## src/rtl/tmr_wave_pkg.sv

```systemverilog
package tmr_wave_pkg;

  typedef struct packed {
    logic cntClear;   // force counter to zero
    logic cntInc;     // advance counter
    logic periodEnd;  // last count of a running period
    logic running;    // a run is in progress
    logic flush;      // enable is low
  } wave_strobe_t;

  localparam logic [1:0] ADDR_PERIOD  = 2'd0;
  localparam logic [1:0] ADDR_COMPARE = 2'd1;
  localparam logic [1:0] ADDR_CONFIG  = 2'd2;

  localparam int CFG_W        = 3;
  localparam int CFG_MODE_BIT = 0;
  localparam int CFG_POL_BIT  = 1;
  localparam int CFG_PRE_BIT  = 2;

endpackage

```

## src/rtl/tmr_wave_ctrl.sv

```systemverilog
module tmr_wave_ctrl
  import tmr_wave_pkg::*;
(
  input  logic         clk,
  input  logic         rstN,
  input  logic         enable,
  input  logic         startCont,
  input  logic         startSingle,
  input  logic         wrapHit,
  output wave_strobe_t strobe,
  output logic         singleRun
);

  logic running;
  logic startAny;
  logic endHit;

  assign startAny = enable && !running && (startCont || startSingle);
  assign endHit   = running && wrapHit;

  always_ff @(posedge clk or negedge rstN) begin
    if (!rstN) begin
      running   <= 1'b0;
      singleRun <= 1'b0;
    end else if (!enable) begin
      running   <= 1'b0;
      singleRun <= 1'b0;
    end else if (startAny) begin
      running   <= 1'b1;
      singleRun <= !startCont;   // continuous wins when both strobe
    end else if (endHit && singleRun) begin
      running   <= 1'b0;
    end
  end

  always_comb begin
    strobe.cntClear  = !enable || startAny || endHit;
    strobe.cntInc    = running && !wrapHit;
    strobe.periodEnd = endHit;
    strobe.running   = running;
    strobe.flush     = !enable;
  end

endmodule

```

## src/rtl/tmr_wave_dp.sv

```systemverilog
module tmr_wave_dp
  import tmr_wave_pkg::*;
#(
  parameter int CNT_W = 16
) (
  input  logic             clk,
  input  logic             rstN,
  input  wave_strobe_t     strobe,
  input  logic             wrEn,
  input  logic [1:0]       wrAddr,
  input  logic [CNT_W-1:0] wrData,
  output logic             wrapHit,
  output logic             waveOut,
  output logic [CNT_W-1:0] count,
  output logic [CNT_W-1:0] perActive,
  output logic [CNT_W-1:0] cmpActive,
  output logic             pend,
  output logic             setLatch,
  output logic             cfgMode,
  output logic             cfgPol
);

  localparam logic [CNT_W-1:0] MIN_PERIOD = CNT_W'(1);

  logic [CNT_W-1:0] perShadow;
  logic [CNT_W-1:0] cmpShadow;
  logic [CNT_W-1:0] perEff;
  logic [CFG_W-1:0] cfg;
  logic             deferWr;
  logic             wrPer;
  logic             wrCmp;
  logic             match;
  logic             level;

  assign cfgMode = cfg[CFG_MODE_BIT];
  assign cfgPol  = cfg[CFG_POL_BIT];
  assign perEff  = (perActive == '0) ? MIN_PERIOD : perActive;
  assign wrapHit = (count >= perEff);
  assign deferWr = cfg[CFG_PRE_BIT] && strobe.running;
  assign wrPer   = wrEn && (wrAddr == ADDR_PERIOD);
  assign wrCmp   = wrEn && (wrAddr == ADDR_COMPARE);
  assign match   = strobe.running && (count > cmpActive);
  assign level   = match || (cfgMode && setLatch);

  // counter
  always_ff @(posedge clk or negedge rstN) begin
    if (!rstN)                count <= '0;
    else if (strobe.cntClear) count <= '0;
    else if (strobe.cntInc)   count <= count + CNT_W'(1);
  end

  // working and shadow registers
  always_ff @(posedge clk or negedge rstN) begin
    if (!rstN) begin
      perActive <= '0;
      cmpActive <= '0;
      perShadow <= '0;
      cmpShadow <= '0;
      cfg       <= '0;
    end else begin
      if (strobe.flush) begin
        perShadow <= perActive;
        cmpShadow <= cmpActive;
      end
      if (strobe.periodEnd && pend) begin
        perActive <= perShadow;
        cmpActive <= cmpShadow;
      end
      if (wrPer) begin
        perShadow <= wrData;
        if (!deferWr) perActive <= wrData;
      end
      if (wrCmp) begin
        cmpShadow <= wrData;
        if (!deferWr) cmpActive <= wrData;
      end
      if (wrEn && (wrAddr == ADDR_CONFIG)) cfg <= wrData[CFG_W-1:0];
    end
  end

  // deferred-transfer flag
  always_ff @(posedge clk or negedge rstN) begin
    if (!rstN)                           pend <= 1'b0;
    else if (strobe.flush)               pend <= 1'b0;
    else if ((wrPer || wrCmp) && deferWr) pend <= 1'b1;
    else if (strobe.periodEnd)           pend <= 1'b0;
  end

  // set-once latch
  always_ff @(posedge clk or negedge rstN) begin
    if (!rstN)                   setLatch <= 1'b0;
    else if (strobe.flush)       setLatch <= 1'b0;
    else if (match && cfgMode)   setLatch <= 1'b1;
  end

  // registered output with polarity
  always_ff @(posedge clk or negedge rstN) begin
    if (!rstN) waveOut <= 1'b0;
    else       waveOut <= level ^ cfgPol;
  end

endmodule

```

## src/rtl/tmr_wave_gen.sv

```systemverilog
module tmr_wave_gen
  import tmr_wave_pkg::*;
#(
  parameter int CNT_W = 16
) (
  input  logic             clk,
  input  logic             rstN,
  input  logic             enable,
  input  logic             wrEn,
  input  logic [1:0]       wrAddr,
  input  logic [CNT_W-1:0] wrData,
  input  logic             startCont,
  input  logic             startSingle,
  output logic             waveOut
);

  wave_strobe_t     strobe;
  logic             singleRun;
  logic             wrapHit;
  logic [CNT_W-1:0] count;
  logic [CNT_W-1:0] perActive;
  logic [CNT_W-1:0] cmpActive;
  logic             pend;
  logic             setLatch;
  logic             cfgMode;
  logic             cfgPol;

  tmr_wave_ctrl i_ctrl (
    .clk         (clk),
    .rstN        (rstN),
    .enable      (enable),
    .startCont   (startCont),
    .startSingle (startSingle),
    .wrapHit     (wrapHit),
    .strobe      (strobe),
    .singleRun   (singleRun)
  );

  tmr_wave_dp #(.CNT_W(CNT_W)) i_dp (
    .clk       (clk),
    .rstN      (rstN),
    .strobe    (strobe),
    .wrEn      (wrEn),
    .wrAddr    (wrAddr),
    .wrData    (wrData),
    .wrapHit   (wrapHit),
    .waveOut   (waveOut),
    .count     (count),
    .perActive (perActive),
    .cmpActive (cmpActive),
    .pend      (pend),
    .setLatch  (setLatch),
    .cfgMode   (cfgMode),
    .cfgPol    (cfgPol)
  );

endmodule

```

## config.mk

```make
export PLATFORM = sky130hd
export DESIGN_NAME = tmr_wave_gen
export DESIGN_NICKNAME = d
export VERILOG_FILES = /design/src/rtl/tmr_wave_pkg.sv /design/src/rtl/tmr_wave_ctrl.sv /design/src/rtl/tmr_wave_dp.sv /design/src/rtl/tmr_wave_gen.sv
export SDC_FILE = /design/constraint.sdc
export NUM_CORES = 1
export LEC_CHECK = 0
export CAP_MARGIN = 25
export CORE_MARGIN = 2
export CORE_UTILIZATION = 45
export CTS_BUF_LIST = sky130_fd_sc_hd__clkbuf_8 sky130_fd_sc_hd__clkbuf_16
export DETAILED_ROUTE_END_ITERATION = 16
export DONT_BUFFER_PORTS = 1
export PLACE_DENSITY = 0.64
export SYNTH_ARGS = -nofsm -noshare
export SYNTH_HDL_FRONTEND = slang
export SYNTH_SLANG_ARGS = --single-unit
```

## constraint.sdc

```tcl
create_clock -name clk -period 3.75 [get_ports clk]
set_input_delay 0.5625 -clock clk [delete_from_list [all_inputs] [get_ports clk]]
set_output_delay 0.5625 -clock clk [all_outputs]
set_load 0.02 [all_outputs]
```

==> results_dict.tcl, run 1 <==
set metrics [dict create \
    slew_headroom_pct 65.6 \
    worstPathMaxFanout 16 \
    worstMarginPinSlew_ps 511 \
    clock.fmax_ghz 0.336 \
    clk_path_buf_depth 2 \
    gp_congestion 0.855 \
    synthFlopType "dfrtp_1" \
    cts_buffers 9 \
    diodes 0 \
    power.density_nw_per_um2 449 \
    nets 552 \
    grt_pass1_wl_mm 17.7 \
    clk_latency_ps 370 \
    max_cap_viol_count 0 \
    synth_area_leaders "dfrtp_1 45%, mux2i_1 13%, ha_1 8.4%, a21oi_1 6.4%, nor2_1 5.0%" \
    synth_area_um2 4900 \
    wl_per_cell_um 16.4 \
    core_area_um2 10700 \
    cts_tree "built" \
    status "completed" \
    vias 3488 \
    cts_hold_buf 1 \
    rsz0062_at_grt "false" \
    synth_common_cells "88 x dfrtp_1, 65 x nor2_1, 64 x mux2i_1" \
    syn-num-nets 556 \
    finClkSkew_ps 9.56 \
    cts_root_buf "clkbuf_8" \
    post_cts_buffers 0 \
    period_minus_slack_ps 2980 \
    num_rows 38 \
    finalWirelength_mm 10.5 \
    cp.required_ps 3980 \
    yosysWarnings 0 \
    ys_seq_area_share_pct 44.9 \
    htreeDepth 3 \
    cts_resized 0 \
    fp.dieArea_um2 11700 \
    postRouteAntennaNets 0 \
    synth_most_common_cell "dfrtp_1" \
    critical_path.endpoint_type "register" \
    crit_path_start_kind "register" \
    viasPerCell 5.45 \
    arrival_ps 3210 \
    layout-drive-gt1-share_pct 7.20 \
    dp_hpwl_mm 7.29 \
    yosysTopAreaCell "dfrtp_1" \
    min_period_over_period_pct 79.4 \
    initial_utilization_pct 45.6 \
    dr.pass1.iters 4 \
    vdd_drop_max_v 0.000249 \
    worstRegToRegCells 10 \
    grt_pass1_vias 3574 \
    rr_endpoint "i_dp.cmpActive[1]$_DFF_PN0_" \
    clk_pin_slew_worst_paths_ps 90 \
    hp-class "primary input to async pin" \
    synthDistinctLibCells 44 \
    async_flop_share_pct 100 \
    antenna_found_initial 0 \
    overflow 0 \
    remaining_drc_errors 0 \
    setup_violations 0 \
    final_max_slew_viol_count 0 \
    rrSetupSlack_ps 770 \
    power.leakage_nw 2.70 \
    drt-initial-drc-count 167 \
    avgSynthCellArea_um2 9.82 \
    synth_edf_count 0 \
    grt_use_total_pct 19.7 \
    hold_violations 0 \
    netlist.area_leader.share_pct 44.9 \
    r2r_start "i_dp.perActive[9]$_DFF_PN0_" \
    grt_max_degree 89 \
    numPortBuffers 0 \
    synthToLayoutAreaGrowth_pct 7.53 \
    final_util_pct 49.0 \
    die_w_um 108 \
    fin_setup_tns_ps 0 \
    pin_count 25 \
    ys_seq_elements 88 \
    netlist_instances 499 \
    worstSetupPathType "register to register" \
    clock-sinks 88 \
    die_y_um 108 \
]
[routing by layer]
| layer | GRT usage, % | share of wire, % | vias up | wire (um) |
|---|---|---|---|---|
| li1 | - | - | 1722 | - |
| met1 | 26.8 | 49 | 1707 | 5180 |
| met2 | 31.2 | 46 | 43 | 4840 |
| met3 | 3.86 | 2.6 | 16 | 272 |
| met4 | 7.60 | 2.2 | 0 | 228 |
| met5 | 0 | 0 | - | 0 |
[flip-flops by register name, summed over array words and instances (netlist names), 3 cells and up]
name,flops
i_dp.perShadow,16
i_dp.perActive,16
i_dp.cmpActive,16
i_dp.count,16
i_dp.cmpShadow,16
i_dp.cfg,3
[layout make-up]
cell class              count  area, um^2
multi-input cells         354        2460
inverters                  35         131
clock buffers              11         151
repair buffers              7        92.6
fillers                  1039        5480
flip-flops and latches     88        2200
clock inverters             5        55.1
well taps                 140         175
[report_power, final]
group	internal [mW]	leakage [nW]	total, mW	switching, mW
sequential	1.12	1.02	1.26	0.140
combinational	0.210	1.58	0.420	0.210
clock	0.342	0.101	0.686	0.344
[logic make-up after synthesis]
family | synth area share, %
multiplexers | 14.0
adder cells (fa/ha/maj) | 8.42
AO/OA/AOI/OAI | 13.0
buffers and inverters | 4.88
flip-flops | 44.9
XOR/XNOR | 2.32
AND/OR/NAND/NOR | 12.4
[layout by cell type (no fill, tap or decap), drive strengths merged, types with 3 or more instances in the layout]
master / instances
nor3: 4
o211ai: 4
nand4: 8
xnor2: 3
inv: 35
and3: 5
dfrtp: 88
mux2i: 64
clkbuf: 11
nand3: 8
nor4: 3
a21oi: 63
xor2: 10
mux2: 4
nor2: 65
ha: 33
nand2: 32
o21ai: 21
buf: 7
nor2b: 3
[worst max path at each step]
| stage | start | end | cells past startpoint |
|---|---|---|---|
| 2_1_floorplan | i_dp.perActive[9]$_DFF_PN0_ | i_dp.perActive[0]$_DFF_PN0_ | 10 |
| 3_3_place_gp | i_dp.perActive[8]$_DFF_PN0_ | i_dp.perActive[8]$_DFF_PN0_ | 10 |
| 3_5_place_dp | i_dp.perActive[8]$_DFF_PN0_ | i_dp.cmpActive[11]$_DFF_PN0_ | 10 |
| 4_1_cts | i_dp.perActive[8]$_DFF_PN0_ | i_dp.cmpActive[1]$_DFF_PN0_ | 10 |
| 5_1_grt | i_dp.perActive[3]$_DFF_PN0_ | i_dp.cmpActive[14]$_DFF_PN0_ | 10 |
| 6_report | i_dp.perActive[9]$_DFF_PN0_ | i_dp.cmpActive[1]$_DFF_PN0_ | 10 |
[critical path: stages, from the launching register on]
cell,delay (ps)
dfrtp_1,420
nor4_1,360
a41o_1,230
ha_1,230
nand2b_4,150
a2111oi_4,350
o41ai_2,160
o311ai_4,290
buf_4,360
mux2i_1,230
a21oi_1,80
[stage by stage]
step	total power [mW]	instances	hold slack (ps)	setup slack, ps	area, um^2
floorplan	1.58	499	267	1080	4900
global placement	1.65	622	272	812	5010
detailed placement	1.68	623	272	720	5040
CTS	2.39	640	117	710	5270
global route	2.51	640	132	530	5270
finish	2.37	640	108	771	5270
Note: power is estimated with default switching activity, not from simulation.
==> inputs of run 2 (changes only) <==
==> constraint.sdc (replaced) <==
create_clock -name clk -period 2.9 [get_ports clk]
set_input_delay 0.435 -clock clk [delete_from_list [all_inputs] [get_ports clk]]
set_output_delay 0.435 -clock clk [all_outputs]
set_load 0.02 [all_outputs]
==> run 2 against run 1 <==
Non-clock buffer count is 22 higher. Cell count is 3.4% higher. Design area is 4.7% higher. Global-route usage is 0.82 points higher. First-iteration DRC count is 3.6% lower. Combinational power is 55% higher. Clock skew hardly changed. Highest routed layer unchanged.
==> results_dict.tcl, run 2 (same netlist as run 1, synthesis figures left out) <==
set metrics [dict create \
    synthToLayoutAreaGrowth_pct 12.6 \
    cp.required_ps 3140 \
    power.leakage_nw 2.86 \
    critical-path-top-delay-family "compound AO/OA/AOI/OAI gates" \
    vdd_drop_max_v 0.000368 \
    arrival_ps 3100 \
    wl_per_cell_um 16.6 \
    cp.depth 12 \
    slew_headroom_pct 67.7 \
    clk_pin_slew_worst_paths_ps 90 \
    cts_root_buf "clkbuf_8" \
    final_max_slew_viol_count 0 \
    dpl-instance-area_um2 5150 \
    final_cell_mix "87 x dfrtp_1, 65 x nor2_1, 64 x mux2i_1" \
    critPathBufInv 3 \
    min_period_over_period_pct 98.7 \
    dr.pass1.iters 4 \
    met3_usage_pct 3.44 \
    crit_chain "nor4_2, buf_4, a41o_1, ha_1, nand2b_4, a2111oi_4, o41ai_4, o311ai_4, buf_6, buf_12, mux2i_1, a21oi_1" \
    num_rows 38 \
    numPortBuffers 0 \
    fillCellCount 1019 \
    grt_pass1_vias 3687 \
    met1_usage_pct 26.5 \
    max_stage_delay_ps 390 \
    finalWirelength_mm 11.0 \
    initial_utilization_pct 45.6 \
    vias 3619 \
    grt-busiest-layer "met2" \
    clk_path_buf_depth 2 \
    rr_endpoint "i_dp.perActive[8]$_DFF_PN0_" \
    postLayoutCellArea_um2 5520 \
    cts_tree "built" \
    hold_depth 1 \
    htreeDepth 3 \
    hp-class "primary input to register" \
    worstRegToRegCells 12 \
    critical_path.endpoint_type "register" \
    postRouteAntennaNets 0 \
    core_area_um2 10700 \
    cts_buffers 9 \
    die_y_um 108 \
    worstPathMaxFanout 14 \
    clock-sinks 88 \
    drt-initial-drc-count 161 \
    overflow 0 \
    status "completed" \
    layout-drive-gt1-share_pct 12.1 \
    max_cap_viol_count 0 \
    grt_pass1_wl_mm 18.4 \
    gp_congestion 0.840 \
    holdWs_ps 170 \
    layout_commonest_cell "dfrtp_1" \
    fin_setup_tns_ps 0 \
    remaining_drc_errors 0 \
    antenna_found_initial 0 \
    pin_count 25 \
    r2r_start "i_dp.perActive[5]$_DFF_PN0_" \
    viasPerCell 5.47 \
    grt_use_met2_pct 33.5 \
    grt_use_total_pct 20.5 \
    rrSetupSlack_ps 40 \
    critPathSlowestCell "dfrtp_1" \
    clock.fmax_ghz 0.350 \
    worstSetupPathType "register to register" \
    setup_violations 0 \
    clk_latency_ps 370 \
    crit_path_start_kind "register" \
    diodes 0 \
    power.density_nw_per_um2 568 \
    fp.dieArea_um2 11700 \
    grt_max_degree 89 \
    nets 574 \
    dp_hpwl_mm 7.45 \
    hp-start "startCont" \
    period_minus_slack_ps 2860 \
    hold_violations 0 \
    worstMarginPinSlew_ps 484 \
    die_w_um 108 \
    finClkSkew_ps 9.50 \
    rsz0062_at_grt "true" \
    hold_end "i_ctrl.singleRun$_DFFE_PN0P_" \
]
[run 2: worst register-to-register path, cell delays in order, from the launching register on]
cell,delay (ps)
dfrtp_1,390
nor4_2,270
buf_4,150
a41o_1,200
ha_1,240
nand2b_4,150
a2111oi_4,340
o41ai_4,120
o311ai_4,260
buf_6,160
buf_12,160
mux2i_1,210
a21oi_1,80
[run 2: stage by stage]
stage / instances / setup WS [ps] / power [mW] / utilization [%]
after floorplan: 499 / 230 / 2.04 / -
after global placement: 638 / -168 / 2.18 / 48.0
after detailed placement: 638 / -289 / 2.22 / 48.0
after CTS: 659 / -1.16 / 3.16 / 51.0
after global routing: 662 / -109 / 3.32 / 51.4
final: 662 / 39.1 / 3.14 / 51.4
[run 2: routing by layer]
metal	share of wire [%]	wire, um	vias to the layer above
li1	-	-	1771
met1	47	5180	1774
met2	47	5170	52
met3	2.7	296	22
met4	3.0	332	0
met5	0	0	-
[run 2: how the worst max path moves through the flow]
stage,to,slack (ps),from
after floorplan,i_dp.perActive[0]$_DFF_PN0_,230,i_dp.perActive[9]$_DFF_PN0_
after global placement,i_dp.cmpActive[12]$_DFF_PN0_,-170,i_dp.perActive[9]$_DFF_PN0_
after detailed placement,i_dp.cmpActive[0]$_DFF_PN0_,-290,i_dp.perActive[9]$_DFF_PN0_
after CTS,i_dp.perActive[8]$_DFF_PN0_,-1,i_dp.perActive[10]$_DFF_PN0_
after global routing,i_dp.cmpActive[5]$_DFF_PN0_,-110,i_dp.perActive[4]$_DFF_PN0_
final,i_dp.perActive[8]$_DFF_PN0_,40,i_dp.perActive[5]$_DFF_PN0_
[run 2: layout make-up]
cell class,instances,area (um^2),area share [%]
clock buffers,11,151,2.74
well taps,140,175,3.17
flip-flops and latches,88,2200,39.9
repair buffers,29,290,5.26
multi-input cells,354,2510,45.5
inverters,35,131,2.38
clock inverters,5,55.1,0.998
[run 2: timing repair]
| action | CTS | global route |
|---|---|---|
| setup endpoints to repair | 47 | 46 |
| hold buffers | 2 | 0 |
| pin swaps | 5 | 2 |
| buffers inserted | 2 | 2 |
| resized for setup | 6 | 5 |
| gates cloned | 1 | 1 |
| hold endpoints to repair | 88 | 0 |
[run 2: report_power, final]
| group | switching (mW) | internal (mW) | total [mW] |
|---|---|---|---|
| clock network | 0.438 | 0.442 | 0.880 |
| registers | 0.157 | 1.45 | 1.61 |
| logic | 0.323 | 0.326 | 0.649 |
==> inputs of run 3 (changes only) <==
--- a/config.mk
+++ b/config.mk
@@ -7,11 +7,12 @@
 export LEC_CHECK = 0
 export CAP_MARGIN = 25
 export CORE_MARGIN = 2
-export CORE_UTILIZATION = 45
+export CORE_UTILIZATION = 44
 export CTS_BUF_LIST = sky130_fd_sc_hd__clkbuf_8 sky130_fd_sc_hd__clkbuf_16
 export DETAILED_ROUTE_END_ITERATION = 16
 export DONT_BUFFER_PORTS = 1
-export PLACE_DENSITY = 0.64
+export PLACE_DENSITY = 0.63
+export SKIP_CTS_REPAIR_TIMING = 1
 export SYNTH_ARGS = -nofsm -noshare
 export SYNTH_HDL_FRONTEND = slang
 export SYNTH_SLANG_ARGS = --single-unit
==> run 3 against run 2 <==
The flow now finishes with violations (negative hold slack). Sequential power about the same. Utilization down 0.25 points. Critical endpoint unchanged. Worst setup slack better by 8.6 ps. Power down 3.2%. Cell count unchanged. Clock skew down 3.7 ps. Clock power down 12%. Combinational power about the same.
==> results_dict.tcl, run 3 (same netlist as run 1, synthesis figures left out) <==
set metrics [dict create \
    status "complete, but fails checks" \
    violations "negative hold slack" \
    cts_buffers 9 \
    power_mw 3.04 \
    initial_utilization_pct 45.2 \
    worstSetupPathType "register to register" \
    min_period_over_period_pct 98.4 \
    grt_use_total_pct 19.9 \
    diodes 0 \
    critPathSlowestCell "dfrtp_1" \
    overflow 0 \
    layout-drive-gt1-share_pct 12.3 \
    grt_max_degree 89 \
    fp.dieArea_um2 12000 \
    slew_headroom_pct 70.9 \
    crit_chain "nor4_2, buf_4, a41o_1, ha_1, nand2b_4, a2111oi_4, o41ai_4, o311ai_4, buf_12, clkbuf_16, mux2i_1, a21oi_1" \
    power.density_nw_per_um2 548 \
    max_cap_viol_count 0 \
    intPower_mw 2.12 \
    die_y_um 110 \
    dpl.cell_count 641 \
    num_rows 38 \
    arrival_ps 3080 \
    remaining_drc_errors 0 \
    wl_per_cell_um 16.8 \
    vias 3554 \
    synthToLayoutAreaGrowth_pct 13.0 \
    final_max_slew_viol_count 0 \
    max_stage_delay_ps 400 \
    antenna_found_initial 0 \
    grt_pass1_vias 3677 \
    worstPathMaxFanout 7 \
    worstMarginPinSlew_ps 437 \
    gp_congestion 0.861 \
    dr.pass1.iters 4 \
    p_switching_mw 0.911 \
    viasPerCell 5.37 \
    power_frac_seq_pct 53.2 \
    clock-sinks 88 \
    hold_violations 40 \
    clk_latency_ps 360 \
    cp.required_ps 3130 \
    p_comb_share_pct 21.4 \
    hp-class "primary input to async pin" \
    fin_setup_tns_ps 0 \
    critical_path.endpoint_type "register" \
    holdWs_ps -15.0 \
    setup_violations 0 \
    clk_pin_slew_worst_paths_ps 80 \
    grt_pass1_wl_mm 18.2 \
    finalWirelength_mm 11.1 \
    critPathBufInv 3 \
    postRouteAntennaNets 0 \
    die_w_um 110 \
    finClkSkew_ps 5.80 \
    rsz0062_at_grt "true" \
    clk_path_buf_depth 2 \
    dp_hpwl_mm 7.56 \
    drt-initial-drc-count 178 \
    crit_path_start_kind "register" \
    pin_count 25 \
    core_area_um2 10800 \
    vdd_drop_max_v 0.000256 \
    layout_commonest_cell "dfrtp_1" \
    final_cell_mix "88 x dfrtp_1, 65 x nor2_1, 62 x a21oi_1" \
    period_minus_slack_ps 2850 \
    power.leakage_nw 2.87 \
    switching_share_pct 30.0 \
    clock.fmax_ghz 0.351 \
    power_frac_clock_pct 25.5 \
    layoutNonFillerInstCount 662 \
    nets 575 \
    htreeDepth 3 \
    critical-path-top-delay-family "compound AO/OA/AOI/OAI gates" \
    cts_root_buf "clkbuf_8" \
    cts_tree "built" \
    numPortBuffers 0 \
]
[run 3: changes by cell type in the layout (fill, tap and decap cells not counted), moves of 2 or more]
cell	delta
buf_6	-2
nor3_1	+2
buf_4	+2
nor3_2	-2
mux2i_1	-3
mux2i_2	+3
clkbuf_16	+3
[run 3: worst paths after layout]
check / to / cells past startpoint / from / slack [ps]
setup / recovery: i_dp.perActive[8]$_DFF_PN0_ / 12 / i_dp.perActive[1]$_DFF_PN0_ / 50
hold / removal: i_ctrl.singleRun$_DFFE_PN0P_ / 1 / rstN / -20
setup reg to reg: i_dp.perActive[8]$_DFF_PN0_ / 12 / i_dp.perActive[1]$_DFF_PN0_ / 50
hold reg to reg: i_dp.waveOut$_DFF_PN0_ / 1 / i_dp.cfg[1]$_DFFE_PN0P_ / 470
max in group asynchronous: i_dp.perShadow[5]$_DFFE_PN0P_ / 1 / rstN / 2570
min in group clk: i_ctrl.singleRun$_DFFE_PN0P_ / 1 / startCont / 160
[run 3: power by group through the flow]
stage | Combinational (mW) | Clock [mW] | Sequential, mW
6_report | 0.648 | 0.773 | 1.61
5_1_grt | 0.746 | 0.840 | 1.64
4_1_cts | 0.616 | 0.792 | 1.60
3_5_place_dp | 0.613 | 0 | 1.62
3_3_place_gp | 0.585 | 0 | 1.61
2_1_floorplan | 0.448 | 0 | 1.59
[run 3: cell type report]
| type | count | area [um^2] |
|---|---|---|
| multi-input combinational | 354 | 2520 |
| inverter | 35 | 131 |
| clock inverter | 4 | 21.3 |
| clock buffer | 11 | 151 |
| tap | 140 | 175 |
| timing repair buffer | 30 | 343 |
| fill | 1014 | 5300 |
| sequential | 88 | 2200 |
[run 3: through the flow]
stage               util [%]  instance area (um^2)  setup WS, ps
floorplan                  -                  4900           230
global placement        47.7                  5180         -17.7
detailed placement      47.7                  5180          -107
CTS                     49.3                  5350          -114
global route            51.1                  5540         -33.8
finish                  51.1                  5540          47.7
[run 3: routing by layer]
| layer | part of all wire, % | wire (um) | vias to the layer above | track usage (%) |
|---|---|---|---|---|
| met5 | 0 | 0 | - | 0 |
| met4 | 1.7 | 189 | 0 | 6.15 |
| met3 | 3.3 | 364 | 14 | 4.21 |
| met2 | 48 | 5350 | 37 | 32.2 |
| met1 | 47 | 5240 | 1731 | 26.9 |
| li1 | - | - | 1772 | - |
